[config.mk]
export PLATFORM = sky130hd
export DESIGN_NAME = pwm_softstart
export DESIGN_NICKNAME = d
export VERILOG_FILES = /design/src/rtl/pwm_softstart_pkg.sv /design/src/rtl/pwm_period_ctr.sv /design/src/rtl/pwm_ramp_gen.sv /design/src/rtl/pwm_channel.sv /design/src/rtl/pwm_softstart.sv
export SDC_FILE = /design/constraint.sdc
export NUM_CORES = 1
export LEC_CHECK = 0
export BUFFER_PORTS_ARGS = -buffer_cell sky130_fd_sc_hd__buf_2
export CORE_ASPECT_RATIO = 1.2
export CORE_UTILIZATION = 58
export CTS_BUF_LIST = sky130_fd_sc_hd__clkbuf_2
export DETAILED_ROUTE_END_ITERATION = 16
export PLACE_DENSITY_LB_ADDON = 0.12
export SYNTH_ARGS = -nofsm -noshare
export SYNTH_HDL_FRONTEND = slang
export SYNTH_SLANG_ARGS = --single-unit
[constraint.sdc]
create_clock -name clk -period 1.85 [get_ports clk]
set_clock_uncertainty 0.1 [all_clocks]
set_input_delay 0.4625 -clock clk [delete_from_list [all_inputs] [get_ports clk]]
set_output_delay 0.4625 -clock clk [all_outputs]
set_load 0.01 [all_outputs]
[src/rtl/pwm_softstart_pkg.sv]
package pwm_softstart_pkg;

  typedef enum logic {
    MODE_COMP  = 1'b0,
    MODE_INTER = 1'b1
  } pair_mode_e;

  // Next value of a modulo counter that runs 0 .. limit-1.
  function automatic int unsigned next_count(int unsigned cur, int unsigned limit);
    return (cur == limit - 1) ? 0 : cur + 1;
  endfunction

  // Comparator rule: output high while the count is below the width.
  function automatic logic below(int unsigned count, int unsigned width);
    return (count < width) ? 1'b1 : 1'b0;
  endfunction

  // Whether a step counter has reached the end of one ramp step.
  function automatic logic step_end(int unsigned cur, int unsigned step);
    return (cur == step - 1) ? 1'b1 : 1'b0;
  endfunction

endpackage

[src/rtl/pwm_period_ctr.sv]
module pwm_period_ctr #(
  parameter int unsigned PERIOD = 333,
  parameter int unsigned START  = 0,
  parameter int unsigned CW     = $clog2(PERIOD)
) (
  input  logic          clk,
  input  logic          rst_n,
  output logic [CW-1:0] count_o,
  output logic          wrap_o
);
  import pwm_softstart_pkg::*;

  logic [CW-1:0] count_q;

  always_ff @(posedge clk or negedge rst_n) begin
    if (!rst_n) count_q <= CW'(START);
    else        count_q <= CW'(next_count(32'(count_q), PERIOD));
  end

  assign count_o = count_q;
  assign wrap_o  = (32'(count_q) == PERIOD - 1);

  a_r1_in_range: assert property (@(posedge clk) disable iff (!rst_n)
    32'(count_q) < PERIOD);

  a_r1_wraps_to_zero: assert property (@(posedge clk) disable iff (!rst_n)
    wrap_o |=> (count_q == '0));

endmodule

[src/rtl/pwm_ramp_gen.sv]
module pwm_ramp_gen #(
  parameter int unsigned DUTY_MAX  = 166,
  parameter int unsigned RAMP_STEP = 3012,
  parameter int unsigned DW        = $clog2(DUTY_MAX + 1),
  parameter int unsigned SW        = $clog2(RAMP_STEP)
) (
  input  logic          clk,
  input  logic          rst_n,
  output logic [DW-1:0] target_o,
  output logic          done_o
);
  import pwm_softstart_pkg::*;

  logic [SW-1:0] step_q;
  logic [DW-1:0] target_q;
  logic          at_top;
  logic          step_hit;

  assign at_top   = (32'(target_q) == DUTY_MAX);
  assign step_hit = step_end(32'(step_q), RAMP_STEP);

  always_ff @(posedge clk or negedge rst_n) begin
    if (!rst_n) begin
      step_q   <= '0;
      target_q <= '0;
    end else if (!at_top) begin
      if (step_hit) begin
        step_q   <= '0;
        target_q <= target_q + 1'b1;
      end else begin
        step_q   <= step_q + 1'b1;
      end
    end
  end

  assign target_o = target_q;
  assign done_o   = at_top;

  a_r2_up_by_one: assert property (@(posedge clk) disable iff (!rst_n)
    (target_q != $past(target_q)) |-> (target_q == $past(target_q) + 1'b1));

  a_r2_bounded: assert property (@(posedge clk) disable iff (!rst_n)
    32'(target_q) <= DUTY_MAX);

  a_r3_frozen: assert property (@(posedge clk) disable iff (!rst_n)
    done_o |=> (done_o && $stable(target_q)));

endmodule

[src/rtl/pwm_channel.sv]
module pwm_channel #(
  parameter int unsigned CW = 9,
  parameter int unsigned DW = 8
) (
  input  logic          clk,
  input  logic          rst_n,
  input  logic [CW-1:0] count_i,
  input  logic          wrap_i,
  input  logic [DW-1:0] target_i,
  output logic          cmp_o,
  output logic          pwm_o
);
  import pwm_softstart_pkg::*;

  logic [DW-1:0] width_q;
  logic          pwm_q;

  // Width is applied only at this channel's own period boundary.
  always_ff @(posedge clk or negedge rst_n) begin
    if (!rst_n)      width_q <= '0;
    else if (wrap_i) width_q <= target_i;
  end

  assign cmp_o = below(32'(count_i), 32'(width_q));

  always_ff @(posedge clk or negedge rst_n) begin
    if (!rst_n) pwm_q <= 1'b0;
    else        pwm_q <= cmp_o;
  end

  assign pwm_o = pwm_q;

  a_r4_width_held: assert property (@(posedge clk) disable iff (!rst_n)
    !wrap_i |=> $stable(width_q));

endmodule

[src/rtl/pwm_softstart.sv]
module pwm_softstart #(
  parameter int unsigned PERIOD    = 333,
  parameter int unsigned DUTY_MAX  = 166,
  parameter int unsigned RAMP_STEP = 3012
) (
  input  logic clk,
  input  logic rst_n,
  input  logic mode_sel,
  output logic pwm_a_o,
  output logic pwm_b_o,
  output logic ramp_done_o
);
  import pwm_softstart_pkg::*;

  localparam int unsigned CW       = $clog2(PERIOD);
  localparam int unsigned DW       = $clog2(DUTY_MAX + 1);
  localparam int unsigned HALF     = PERIOD / 2;
  localparam int unsigned NUM_CH   = 2;

  logic [DW-1:0] target;
  logic          ramp_done;
  logic [CW-1:0] ch_count [NUM_CH];
  logic          ch_wrap  [NUM_CH];
  logic          ch_cmp   [NUM_CH];
  logic          ch_pwm   [NUM_CH];

  pwm_ramp_gen #(
    .DUTY_MAX  (DUTY_MAX),
    .RAMP_STEP (RAMP_STEP),
    .DW        (DW)
  ) u_ramp (
    .clk      (clk),
    .rst_n    (rst_n),
    .target_o (target),
    .done_o   (ramp_done)
  );

  for (genvar ch = 0; ch < NUM_CH; ch++) begin : g_ch
    pwm_period_ctr #(
      .PERIOD (PERIOD),
      .START  (ch * HALF),
      .CW     (CW)
    ) u_ctr (
      .clk     (clk),
      .rst_n   (rst_n),
      .count_o (ch_count[ch]),
      .wrap_o  (ch_wrap[ch])
    );

    pwm_channel #(
      .CW (CW),
      .DW (DW)
    ) u_chan (
      .clk      (clk),
      .rst_n    (rst_n),
      .count_i  (ch_count[ch]),
      .wrap_i   (ch_wrap[ch]),
      .target_i (target),
      .cmp_o    (ch_cmp[ch]),
      .pwm_o    (ch_pwm[ch])
    );
  end

  // Mode capture on the first edge after reset release.
  logic       armed_q;
  pair_mode_e mode_q;
  pair_mode_e mode_eff;

  always_ff @(posedge clk or negedge rst_n) begin
    if (!rst_n) begin
      armed_q <= 1'b0;
      mode_q  <= MODE_COMP;
    end else if (!armed_q) begin
      armed_q <= 1'b1;
      mode_q  <= pair_mode_e'(mode_sel);
    end
  end

  assign mode_eff = armed_q ? mode_q : pair_mode_e'(mode_sel);

  // Complementary output: low while primary is high now or was high last clock.
  logic comp_q;
  always_ff @(posedge clk or negedge rst_n) begin
    if (!rst_n) comp_q <= 1'b0;
    else        comp_q <= ~ch_pwm[0] & ~ch_cmp[0];
  end

  assign pwm_a_o     = ch_pwm[0];
  assign pwm_b_o     = (mode_eff == MODE_INTER) ? ch_pwm[1] : comp_q;
  assign ramp_done_o = ramp_done;

  a_r5_no_overlap: assert property (@(posedge clk) disable iff (!rst_n)
    (mode_eff == MODE_COMP) |-> !(pwm_a_o && pwm_b_o));

  a_r5_dead_after_fall: assert property (@(posedge clk) disable iff (!rst_n)
    (armed_q && mode_eff == MODE_COMP && $fell(pwm_a_o)) |-> !pwm_b_o);

  a_r7_mode_frozen: assert property (@(posedge clk) disable iff (!rst_n)
    armed_q |=> $stable(mode_q));

  a_r8_reset_quiet: assert property (@(posedge clk)
    !rst_n |-> (!pwm_a_o && !pwm_b_o && !ramp_done_o));

endmodule

==> flow_summary_export.csv, run 1 <==
group,metric,value,unit
routing,dr_total_vias,2179,
timing,slew_viol_final,0,
critical_path,crit_slowest_cell,"dfrtp_1",
status,failed_checks,"negative setup slack",
synth,yosys.area.top_type,"dfrtp_1",
clocking,clk_pin_slew,0.17,ns
global_route,grt_use_total,0.226,
layout,regArea,0.00148,mm²
synth,yosys_warnings,0,
clocking,cts_made_buffers,9,
critical_path,required,1.29,ns
critical_path,end_kind,"output port",
layout,nNetsFinal,346,
synth,netlist.area_leader.share,0.466,
critical_path,max_stage_delay,0.42,ns
critical_path,r2r-start,"u_ramp.target_o[1]",
global_route,grt_max_degree,60,
critical_path,startpoint,"u_ramp.target_o[0]",
floorplan,die_area,0.00538,mm²
clocking,cts_tree,"built",
synth,synth-seq-area-share,0.502,
layout,multiInputGateArea,0.00139,mm²
timing,setup_viol,4,
critical_path,reg2regPathDepth,9,
global_route,grt_pass1_wl,8.87,mm
floorplan,die_x,67.1,µm
floorplan,core,0.00490,mm²
timing,fin_setup_tns,-0.783,ns
timing,rsz0062_at_grt,"yes",
routing,antenna_left,0,
timing,period_minus_slack,2.22,ns
timing,min_period_over_period,1.20,
synth,async_reset_ff_frac,1.00,
layout,syn2layout_area_growth,14.8,%
placement,io_buffers,5,
routing,wl_per_cell,14.2,µm
critical_path,worstSetupPathType,"flop to output port",
placement,dp_hpwl,3.69,mm
placement,place.gp.congestion,0.785,
run,drv_cap,0,
floorplan,start_util,0.602,
routing,drt_pre_antenna_iters,4,
critical_path,start_kind,"flop",
synth,synth_cells,290,
synth,synth-edff-count,0,
status,status,"finished with violations",
synth,synth_nets,314,
routing,drt-initial-drc-count,51,
clocking,cts_max_level,3,
critical_path,path_cells,"inv_2 > ha_4 > nor4bb_4 > nand4b_1 > inv_2 > buf_6",
layout,final_cells,387,
synth,synth_area_per_cell,10.2,µm²
layout,drive_gt1_frac,0.196,
synth,yosys-top-cells-area,"dfrtp_1, ha_1, xnor2_1",
global_route,first_global_vias,1984,
power_and_ir_drop,peakVddDrop,0.457,mV
clocking,clock_sinks,59,
synth,yosysMostFrequentCell,"dfrtp_1",
power_and_ir_drop,power.leakage,1.54,nW
critical_path,cpMostUsedCell,"inv_2",
floorplan,io_pins,6,
layout,fill_cells,392,
power_and_ir_drop,finalPower,0.00199,W
routing,vias_per_cell,5.63,
synth,postSynthRegisterBits,59,
timing,max_freq,451,MHz
timing,whs,0.133,ns
synth,synth_area,0.00295,mm²
critical_path,crit_arrival,1.65,ns
floorplan,die_height,80.1,µm
min_path,hold_class,"input port to flop",
critical_path,rrSetupSlack,-0.06,ns
routing,drt_wl_total,5.50,mm
layout,diodes,0,
global_route,grt_overflow_total,0,
clocking,cts_root_buf,"clkbuf_2",
timing,worst_slack,-0.367,ns
timing,finalHoldViolCount,0,
clocking,clock_latency,0.46,ns
critical_path,cp_max_fo,2,
global_route,antenna_found_initial,0,
routing,drc,0,
placement,dp.cells,365,
critical_path,worstReg2RegEnd,"u_ramp.step_q[11]",
synth,synth_cell_types,43,
synth,synthTopCellsByCount,"dfrtp_1, nand2_1, inv_1",
placement,dp_slack,-0.00836,ns
floorplan,row_count,28,
clocking,clk_path_buf_depth,2,
power_and_ir_drop,pwr_density_cell,586,mW/mm²
critical_path,crit_end,"ramp_done_o",
synth,synth_flop_cell,"dfrtp_1",
-- layer usage --
| layer | vias up | GRT usage | part of all wire |
|---|---|---|---|
| met5 | - | 0 | 0 |
| met4 | 0 | 0.0894 | 0.013 |
| met3 | 8 | 0.0682 | 0.028 |
| met2 | 40 | 0.354 | 0.52 |
| met1 | 1061 | 0.288 | 0.44 |
| li1 | 1070 | - | - |
-- placed cells by master (no fill, tap or decap), types with 2 or more instances in the layout --
| cell | synthesis | final |
|---|---|---|
| nand2_1 | 28 | 28 |
| inv_2 | 1 | 2 |
| and4_1 | 2 | 2 |
| a31oi_1 | 2 | 2 |
| buf_4 | 1 | 19 |
| and3_1 | 7 | 7 |
| nand3_1 | 18 | 17 |
| xor2_1 | 9 | 9 |
| clkinvlp_4 | 0 | 3 |
| inv_1 | 23 | 22 |
| ha_1 | 21 | 20 |
| buf_2 | 5 | 3 |
| a21o_1 | 2 | 2 |
| clkinv_2 | 0 | 2 |
| nor4b_1 | 2 | 2 |
| nor2b_1 | 3 | 3 |
| dfstp_2 | 4 | 4 |
| nor2_1 | 12 | 11 |
| a21oi_1 | 13 | 13 |
| mux2_2 | 4 | 3 |
| buf_6 | 2 | 3 |
| or3_1 | 3 | 3 |
| xnor2_1 | 13 | 13 |
| o21ai_0 | 17 | 16 |
| nand2b_1 | 3 | 3 |
| clkbuf_2 | 0 | 9 |
| dfrtp_1 | 55 | 55 |
| nor3_1 | 7 | 5 |
| o31a_1 | 2 | 2 |
| o21ai_1 | 7 | 8 |
| nand4_1 | 8 | 8 |
-- cell type report --
cell class,instances,share of cell area
clock buffers,9,0.0133
well taps,60,0.0222
inverters,24,0.0266
repair buffers,29,0.0772
clock inverters,7,0.0133
flip-flops and latches,59,0.437
multi-input cells,199,0.410
-- where the power goes --
| group | switching (W) | internal, W | total (W) |
|---|---|---|---|
| clock network | 0.000477 | 0.000168 | 0.000645 |
| logic | 0.0000291 | 0.0000169 | 0.0000460 |
| registers | 0.00000114 | 0.00129 | 0.00130 |
-- repair_timing --
action / in CTS / in global routing
pin swaps: 3 / 7
gates resized for setup: 4 / 14
buffers inserted: 2 / 2
endpoints found under the hold margin: 55 / 0
setup endpoints to repair: 2 / 15
hold buffers: 1 / 0
cloned: 0 / 1
-- registers in the layout, summed over array words and instances, names as in the netlist --
name	cells
u_ramp.target_o	8
mode_q	1
g_ch.u_ctr.count_o	18
comp_q	1
g_ch.u_chan.pwm_o	2
g_ch.u_chan.width_q	16
u_ramp.step_q	12
armed_q	1
-- cells by family after synthesis --
| family | after synthesis | synth area share |
|---|---|---|
| AOI/OAI and AO/OA | 49 | 0.0950 |
| xor gates and xnor gates | 22 | 0.0653 |
| adders and majority gates | 21 | 0.0891 |
| buffers and inverters | 32 | 0.0492 |
| DFF | 59 | 0.502 |
| muxes | 4 | 0.0153 |
| other | 1 | 0.00127 |
| and+or+nand+nor | 102 | 0.183 |
-- metrics by stage --
stage / utilization / cell area, µm²
2_1_floorplan: - / 2950
3_3_place_gp: 0.641 / 3140
3_5_place_dp: 0.641 / 3140
4_1_cts: 0.669 / 3280
5_1_grt: 0.691 / 3390
6_report: 0.691 / 3390
-- worst min path at each step --
stage                          endpoint  depth (start not counted)             start
2_1_floorplan                   armed_q                          0             rst_n
3_3_place_gp           u_ramp.step_q[9]                          1  u_ramp.step_q[9]
3_5_place_dp   g_ch[1].u_ctr.count_o[3]                          2             rst_n
4_1_cts                          mode_q                          2          mode_sel
5_1_grt                          mode_q                          2          mode_sel
6_report                         mode_q                          2          mode_sel
-- critical path, delay by kind of cell, from the launching register on --
family / cells / cell delay [ns]
fa+ha+maj: 1 / 0.11
flops: 1 / 0.42
simple gates: 2 / 0.37
buf+inv: 3 / 0.30
Power figures use the tool's default switching activity.
==> run 2: changes to the inputs <==
Settings changed: SKIP_LAST_GASP set to 1.
==> flow_summary_export.csv, run 2 (same netlist as run 1, synthesis figures left out) <==
group,metric,value,unit
floorplan,row_count,28,
layout,fin_area,0.00342,mm²
global_route,grt_overflow_total,0,
routing,drt-initial-drc-count,63,
placement,io_buffers,5,
floorplan,core,0.00490,mm²
clocking,clk_pin_slew,0.17,ns
timing,finalHoldViolCount,0,
status,status,"finished with violations",
timing,slew_viol_final,0,
routing,drt_wl_total,5.62,mm
routing,drt_pre_antenna_iters,6,
critical_path,required,1.29,ns
routing,antenna_left,0,
layout,largest_reg_flops,18,
global_route,grt_use_total,0.226,
floorplan,die_height,80.1,µm
routing,drc,0,
floorplan,die_area,0.00538,mm²
critical_path,end_kind,"output port",
floorplan,io_pins,6,
timing,period_minus_slack,2.25,ns
placement,place.gp.congestion,0.785,
clocking,cts_tree,"built",
global_route,grt_pass1_wl,8.87,mm
power_and_ir_drop,power.leakage,1.56,nW
clocking,cts_made_buffers,9,
critical_path,start_kind,"flop",
routing,wl_per_cell,14.4,µm
clocking,cts_max_level,3,
placement,postPlaceCellArea,0.00314,mm²
layout,diodes,0,
timing,whs,0.127,ns
run,drv_cap,0,
timing,worst_slack,-0.400,ns
layout,final_cell_mix,"dfrtp_1, nand2_1, buf_4",
layout,drive_gt1_frac,0.208,
status,failed_checks,"negative setup slack",
power_and_ir_drop,pwr_density_cell,583,mW/mm²
power_and_ir_drop,finalPower,0.00200,W
critical_path,cp_max_fo,2,
layout,nNetsFinal,350,
clocking,clock_latency,0.47,ns
timing,max_freq,444,MHz
floorplan,start_util,0.602,
timing,min_period_over_period,1.22,
global_route,grt_max_degree,60,
clocking,clk_path_buf_depth,2,
global_route,first_global_vias,1984,
clocking,clock_sinks,59,
min_path,hold_class,"input port to flop",
layout,fin_util,0.698,
timing,rsz0062_at_grt,"yes",
timing,setup_viol,10,
critical_path,worstSetupPathType,"flop to output port",
floorplan,die_x,67.1,µm
global_route,antenna_found_initial,0,
routing,dr_total_vias,2192,
layout,layout_commonest_cell,"dfrtp_1",
power_and_ir_drop,peakVddDrop,0.485,mV
layout,syn2layout_area_growth,16.0,%
placement,dp_hpwl,3.69,mm
critical_path,crit_arrival,1.69,ns
clocking,cts_root_buf,"clkbuf_2",
routing,vias_per_cell,5.61,
[run 2: layout make-up]
type,count,area (µm²)
Timing Repair Buffer,33,292
Sequential cell,59,1480
Inverter,24,90.1
Clock buffer,9,45.0
Tap cell,60,75.1
Clock inverter,7,45.0
Multi-Input combinational cell,199,1400
Fill cell,385,1480
[run 2: per-layer routing]
metal	vias up	wire length, µm	GRT usage	share of wire
met1	1075	2500	0.288	0.45
li1	1078	-	-	-
met4	0	86	0.0894	0.015
met5	-	0	0	0
met2	30	2900	0.354	0.52
met3	9	135	0.0682	0.024
[run 2: final timing paths]
check | slack, ns | end | startpoint | depth (start not counted)
worst max-delay path | -0.40 | ramp_done_o | u_ramp.target_o[0] | 6
worst max register to register | -0.13 | u_ramp.target_o[3] | u_ramp.target_o[1] | 10
max in group asynchronous | 0.96 | g_ch[1].u_ctr.count_o[7] | rst_n | 3
worst min-delay path | 0.13 | mode_q | mode_sel | 2
worst min register to register | 0.41 | u_ramp.step_q[5] | u_ramp.step_q[5] | 1
min in group asynchronous | 0.39 | g_ch[1].u_ctr.count_o[3] | rst_n | 3
[run 2: critical path: stages, from the launching register on]
cell	delay [ns]
dfrtp_1	0.43
inv_2	0.08
ha_4	0.11
nor4bb_4	0.17
nand4b_1	0.20
inv_2	0.12
buf_6	0.10
[run 2: repair_timing]
action,in CTS,in global routing
hold buffers,1,0
buffers inserted,2,6
endpoints found under the hold margin,55,0
gates resized for setup,3,18
pin swaps,3,8
endpoints found under the setup margin,2,15
cloned,0,1
[run 2: stage by stage]
stage                     instances  setup slack (ns)  TNS [ns]
after floorplan                 290           0.00731         0
after global placement          365            0.0627         0
after detailed placement        365          -0.00836  -0.00836
after CTS                       384            -0.433    -0.811
after global routing            391            -0.492     -2.26
final                           391            -0.400     -1.24
[run 2: where the power goes]
group,leakage [nW],total (W),switching (W),internal (W)
registers,0.762,0.00130,0.00000114,0.00129
clock network,0.0513,0.000654,0.000486,0.000168
logic,0.746,0.0000461,0.0000292,0.0000169
total,1.56,0.00200,0.000516,0.00148
